**config.mk**
```make
export PLATFORM = sky130hd
export DESIGN_NAME = mmio_uart
export DESIGN_NICKNAME = d
export VERILOG_FILES = /design/src/rtl/mmio_uart.sv
export SDC_FILE = /design/constraint.sdc
export NUM_CORES = 1
export LEC_CHECK = 0
export BUFFER_PORTS_ARGS = -buffer_cell sky130_fd_sc_hd__clkbuf_2
export CAP_MARGIN = 20
export CORE_MARGIN = 2
export CORE_UTILIZATION = 30
export CTS_BUF_LIST = sky130_fd_sc_hd__clkbuf_4
export CTS_CLUSTER_DIAMETER = 50
export DETAILED_ROUTE_END_ITERATION = 12
export PLACE_DENSITY = 0.44
export RECOVER_POWER = 100
export SYNTH_ARGS = -nofsm -noshare
export SYNTH_HDL_FRONTEND = slang
export SYNTH_SLANG_ARGS = --single-unit
export TNS_END_PERCENT = 30
```
**constraint.sdc**
```tcl
create_clock -name clk -period 3.6 [get_ports clk]
set_clock_uncertainty 0.2 [all_clocks]
set_input_delay 0.36 -clock clk [delete_from_list [all_inputs] [get_ports clk]]
set_output_delay 0.36 -clock clk [all_outputs]
set_load 0.005 [all_outputs]
```
**src/rtl/mmio_uart.sv**
```systemverilog
module mmio_uart #(
  parameter int DIV_W   = 21,
  parameter int MIN_DIV = 16,
  parameter int BUS_W   = 32
) (
  input  logic             clk,
  input  logic             rst_n,
  input  logic [4:0]       bus_addr,
  input  logic             bus_wr,
  input  logic             bus_rd,
  input  logic [BUS_W-1:0] bus_wdata,
  output logic [BUS_W-1:0] bus_rdata,
  input  logic             rxd,
  output logic             txd,
  output logic             irq_tx,
  output logic             irq_rx,
  output logic             irq_ovr
);
  localparam logic [DIV_W-1:0] DIV_FLOOR = DIV_W'(MIN_DIV);

  logic [2:0] idx;
  assign idx = bus_addr[4:2];
  logic unused_bits;
  assign unused_bits = ^{bus_addr[1:0], bus_wdata[BUS_W-1:DIV_W]};

  logic wr_data, wr_ctrl, wr_flag, wr_div, rd_data;
  assign wr_data = bus_wr && idx == 3'd0;
  assign wr_ctrl = bus_wr && idx == 3'd2;
  assign wr_flag = bus_wr && idx == 3'd3;
  assign wr_div  = bus_wr && idx == 3'd4;
  assign rd_data = bus_rd && idx == 3'd0;

  logic [5:0]       ctrl;
  logic [3:0]       flags;
  logic [DIV_W-1:0] div;

  always_ff @(posedge clk or negedge rst_n)
    if (!rst_n) begin
      ctrl <= '0;
      div  <= DIV_FLOOR;
    end else begin
      if (wr_ctrl) ctrl <= bus_wdata[5:0];
      if (wr_div)  div  <= (bus_wdata[DIV_W-1:0] < DIV_FLOOR) ? DIV_FLOOR : bus_wdata[DIV_W-1:0];
    end

  // transmit path
  logic [7:0]       tx_hold;
  logic             tx_full, tx_busy, tx_load;
  logic [9:0]       tx_sh;
  logic [DIV_W-1:0] tx_cnt;
  logic [3:0]       tx_bit;

  assign tx_load = tx_full && !tx_busy && ctrl[0];

  always_ff @(posedge clk or negedge rst_n)
    if (!rst_n) begin
      tx_hold <= '0;
      tx_full <= 1'b0;
      tx_busy <= 1'b0;
      tx_sh   <= '1;
      tx_cnt  <= '0;
      tx_bit  <= '0;
    end else begin
      if (wr_data && !tx_full) begin
        tx_hold <= bus_wdata[7:0];
        tx_full <= 1'b1;
      end else if (tx_load) begin
        tx_full <= 1'b0;
      end
      if (tx_load) begin
        tx_busy <= 1'b1;
        tx_sh   <= {1'b1, tx_hold, 1'b0};
        tx_cnt  <= '0;
        tx_bit  <= '0;
      end else if (tx_busy) begin
        if (tx_cnt >= div - 1'b1) begin
          tx_cnt <= '0;
          tx_sh  <= {1'b1, tx_sh[9:1]};
          if (tx_bit == 4'd9) tx_busy <= 1'b0;
          else tx_bit <= tx_bit + 1'b1;
        end else begin
          tx_cnt <= tx_cnt + 1'b1;
        end
      end
    end

  assign txd = tx_busy ? tx_sh[0] : 1'b1;

  // receive path
  logic             rx_s1, rx_s2, rx_prev, rx_act;
  logic [DIV_W-1:0] rx_cnt;
  logic [3:0]       rx_bit;
  logic [7:0]       rx_sh, rx_data;
  logic             rx_full, rx_done, rx_room;

  assign rx_done = rx_act && ctrl[1] && rx_cnt == '0 && rx_bit == 4'd9 && rx_s2;
  assign rx_room = !rx_full || rd_data;

  always_ff @(posedge clk or negedge rst_n)
    if (!rst_n) begin
      rx_s1   <= 1'b1;
      rx_s2   <= 1'b1;
      rx_prev <= 1'b1;
      rx_act  <= 1'b0;
      rx_cnt  <= '0;
      rx_bit  <= '0;
      rx_sh   <= '0;
    end else begin
      rx_s1   <= rxd;
      rx_s2   <= rx_s1;
      rx_prev <= rx_s2;
      if (!rx_act) begin
        if (ctrl[1] && rx_prev && !rx_s2) begin
          rx_act <= 1'b1;
          rx_cnt <= (div >> 1) - 1'b1;
          rx_bit <= '0;
        end
      end else if (!ctrl[1]) begin
        rx_act <= 1'b0;
      end else if (rx_cnt != '0) begin
        rx_cnt <= rx_cnt - 1'b1;
      end else begin
        rx_cnt <= div - 1'b1;
        if (rx_bit == 4'd0) begin
          if (rx_s2) rx_act <= 1'b0;
          else rx_bit <= 4'd1;
        end else if (rx_bit == 4'd9) begin
          rx_act <= 1'b0;
        end else begin
          rx_sh  <= {rx_s2, rx_sh[7:1]};
          rx_bit <= rx_bit + 1'b1;
        end
      end
    end

  always_ff @(posedge clk or negedge rst_n)
    if (!rst_n) begin
      rx_data <= '0;
      rx_full <= 1'b0;
    end else if (rx_done && rx_room) begin
      rx_data <= rx_sh;
      rx_full <= 1'b1;
    end else if (rd_data) begin
      rx_full <= 1'b0;
    end

  // interrupt flags
  logic [3:0] flag_set, flag_clr;
  assign flag_set = {rx_done && !rx_room, wr_data && tx_full, rx_done && rx_room, tx_load};
  assign flag_clr = wr_flag ? bus_wdata[3:0] : 4'h0;

  always_ff @(posedge clk or negedge rst_n)
    if (!rst_n) flags <= '0;
    else        flags <= (flags & ~flag_clr) | flag_set;

  assign irq_tx  = flags[0] & ctrl[2];
  assign irq_rx  = flags[1] & ctrl[3];
  assign irq_ovr = (flags[2] & ctrl[4]) | (flags[3] & ctrl[5]);

  always_comb
    case (idx)
      3'd0:    bus_rdata = BUS_W'(rx_data);
      3'd1:    bus_rdata = BUS_W'({flags[3], flags[2], rx_full, tx_full});
      3'd2:    bus_rdata = BUS_W'(ctrl);
      3'd3:    bus_rdata = BUS_W'(flags);
      3'd4:    bus_rdata = BUS_W'(div);
      default: bus_rdata = '0;
    endcase
endmodule


```
==> impl_metrics.tcl <==
set metrics [dict create \
    outcome "complete, but fails checks" \
    violations "capacitance limit, slew limit" \
    dpl-instance-area_um2 8722 \
    ys_seq_area_share_pct 39.89 \
    slew_viol_final 54 \
    crit_required_ns 3.82 \
    drtIter0Drc 336 \
    reg2regPathDepth 14 \
    yosys_most_used_dff "dfrtp_1" \
    rows 58 \
    place_ws_ns -0.1499 \
    regToRegStartpoint "div[1]$_DFFE_PN0P_" \
    rsz0062_at_grt "yes" \
    hold_violations 0 \
    vias 6618 \
    postLayoutCoreUtil_pct 38.11 \
    die_x_um 163.5 \
    grt_pass1_wl_mm 37.05 \
    synthCells 816 \
    max_stage_delay_ns 0.41 \
    path_max_fanout 5 \
    async_reset_ff_share_pct 100.0 \
    final_common_cell "dfrtp_1" \
    crit_path_end_kind "register" \
    stdcell_area_um2 9568 \
    synth_xor_area_share_pct 6.656 \
    initial_core_util_pct 30.40 \
    startpoint "div[1]$_DFFE_PN0P_" \
    wl_per_cell_um 18.38 \
    grt.total_usage_pct 18.08 \
    drive_gt1_share_pct 27.31 \
    synth_top_cell_by_area "dfrtp_1" \
    fp.coreArea_um2 25110 \
    period_minus_slack_ns 3.459 \
    routed_wl_mm 23.78 \
    drc 0 \
    synth_top_family_by_area "simple AND/OR/NAND/NOR gates" \
    fin_crit_sh_pct 96.08 \
    ir_drop_mv 0.2327 \
    synth_edf_count 0 \
    gp_congestion 0.8216 \
    antenna_found_initial 1 \
    vias_per_cell 5.114 \
    tritoncts.num_buffers 17 \
    overflow 0 \
    whs_ns 0.1741 \
    worst_slew_pin_slew_ns 1.540 \
    max_freq_mhz 289.1 \
    crit_type "register to register" \
    power.density_nw_per_um2 514.2 \
    slowest_stage "a311o_2" \
    crit_chain "inv_1, ha_2, nand3_4, buf_4, or3_4, xor2_4, ha_4, and4_1, o21ai_0, a211o_1, a311o_2, buf_6, a31oi_1, a31oi_1" \
    ys_warn_count 0 \
    grt_pass1_vias 6508 \
    cts_sinks 121 \
    dp.cells 1228 \
    synth-simple-area-share_pct 21.02 \
    slew_headroom_pct -2.695 \
    nets 1023 \
    clock_latency_ns 0.56 \
    firstDrtPassIters 4 \
    dpl.hpwl_mm 17.35 \
    synth-compound-area-share_pct 14.07 \
    fin_cells 1294 \
    finalPower_mw 4.920 \
    ys_seq_elements 121 \
    synth-adder-area-share_pct 5.082 \
    cp-endpoint "tx_cnt[2]$_DFFE_PN0P_" \
    area.growth.synth_to_final_pct 25.36 \
    yosysTopAreaCellShare_pct 35.41 \
    hold_path_class "register to register" \
    io_pins 78 \
    nFillCells 2619 \
    setup_slack_ns 0.1411 \
    p_leak_nw 4.145 \
    cts_tree "done" \
    synth_top_cells_by_area "dfrtp_1 35%, mux2_2 6.8%, ha_1 5.1%" \
    synth_mux_area_share_pct 8.852 \
    synth_area_um2 7632 \
    critPathLaunchType "register" \
    die_h_um 163.5 \
    die-area_um2 26730 \
    rrSetupSlack_ns 0.14 \
    synth_cell_type_count 61 \
    path_common_cell "a31oi_1" \
    avgSynthCellArea_um2 9.353 \
    clk_pin_slew_ns 0.14 \
    antenna_left 0 \
    r2r-end "tx_cnt[2]$_DFFE_PN0P_" \
    drv_cap 1 \
    finalSetupTns_ns 0 \
    worstPathArrival_ns 3.68 \
    io_buffers 53 \
    grt_max_degree 54 \
    clock_path_buffers 2 \
    cts-root-buf "clkbuf_4" \
    setup_violations 0 \
    cts_max_level 4 \
    final_cell_mix "108 x dfrtp_1, 67 x buf_4, 63 x nand2_1" \
]
-- cells by family after synthesis --
kind of cell	Yosys count
muxes	61
adders and majority gates	31
other	1
AOI/OAI and AO/OA	162
and+or+nand+nor	307
DFF	121
xor gates and xnor gates	58
buffers and inverters	75
-- layout make-up --
cell class,instances,area [um2],area share [%]
multi-input combinational,630,4558,47.64
sequential,121,3044,31.82
timing repair buffer,162,1165,12.17
tap,330,412.9,4.315
clock inverter,15,190.2,1.988
clock buffer,17,127.6,1.334
inverter,18,67.56,0.7062
antenna,1,2.502,0.02615
-- state kept, by name, summed over array words and instances, names as in the netlist --
register  flops
flags         4
ctrl          6
tx_hold       8
rx_act        1
rx_cnt       21
tx_bit        4
tx_full       1
rx_s1         1
rx_s2         1
rx_data       8
div          21
rx_bit        4
tx_sh         9
tx_cnt       21
rx_sh         8
rx_prev       1
tx_busy       1
rx_full       1
-- worst min-delay path by stage --
stage | from | end | slack (ns) | cells past startpoint
floorplan | rst_n | ctrl[0]$_DFFE_PN0P_ | -0.14 | 0
global placement | rx_s1$_DFF_PN1_ | rx_s2$_DFF_PN1_ | 0.15 | 0
detailed placement | rx_s1$_DFF_PN1_ | rx_s2$_DFF_PN1_ | 0.15 | 0
CTS | rx_s1$_DFF_PN1_ | rx_s2$_DFF_PN1_ | 0.17 | 0
global route | rx_s1$_DFF_PN1_ | rx_s2$_DFF_PN1_ | 0.18 | 0
finish | rx_s1$_DFF_PN1_ | rx_s2$_DFF_PN1_ | 0.17 | 0
-- synthesized netlist by cell type (all sizes together), types with 18 or more instances --
cell type / n
nand2: 66
and3: 20
ha: 31
nand3: 34
mux2: 49
o21ai: 30
nor3: 25
and2: 21
a31oi: 24
xor2: 24
nor4: 20
a211oi: 19
buf: 19
a21oi: 38
xnor2: 34
nor2: 57
clkbuf: 38
inv: 18
dfrtp: 108
-- layer usage --
layer / up-vias / routed length, um / track usage (%)
li1: 3218 / - / -
met2: 116 / 11290 / 29.42
met3: 23 / 558 / 2.285
met4: 0 / 316 / 4.984
met5: - / 0 / 0
met1: 3261 / 11620 / 25.29
-- critical path: cells and delay by family, from the launching register on --
kind	cells	cell delay, ns
AO/OA/AOI/OAI	5	1.02
XOR/XNOR	1	0.18
AND/OR/NAND/NOR	3	0.62
flip-flops	1	0.39
buffers and inverters	3	0.41
adder cells (fa/ha/maj)	2	0.51
-- power by group --
group | switching, mW | internal (mW) | total [mW] | leakage [nW]
combinational | 0.892 | 0.827 | 1.72 | 2.46
clock | 0.632 | 0.497 | 1.13 | 0.162
sequential | 0.361 | 1.71 | 2.07 | 1.52
-- what timing repair did --
item / CTS / global route
pin swaps: 1 / 12
hold buffers: 26 / 0
buffers inserted: 1 / 4
endpoints found under the setup margin: 35 / 35
gates resized for setup: 5 / 42
cloned: 0 / 2
hold endpoints to repair: 90 / 0
No activity file was read; power rests on OpenSTA's default activity.
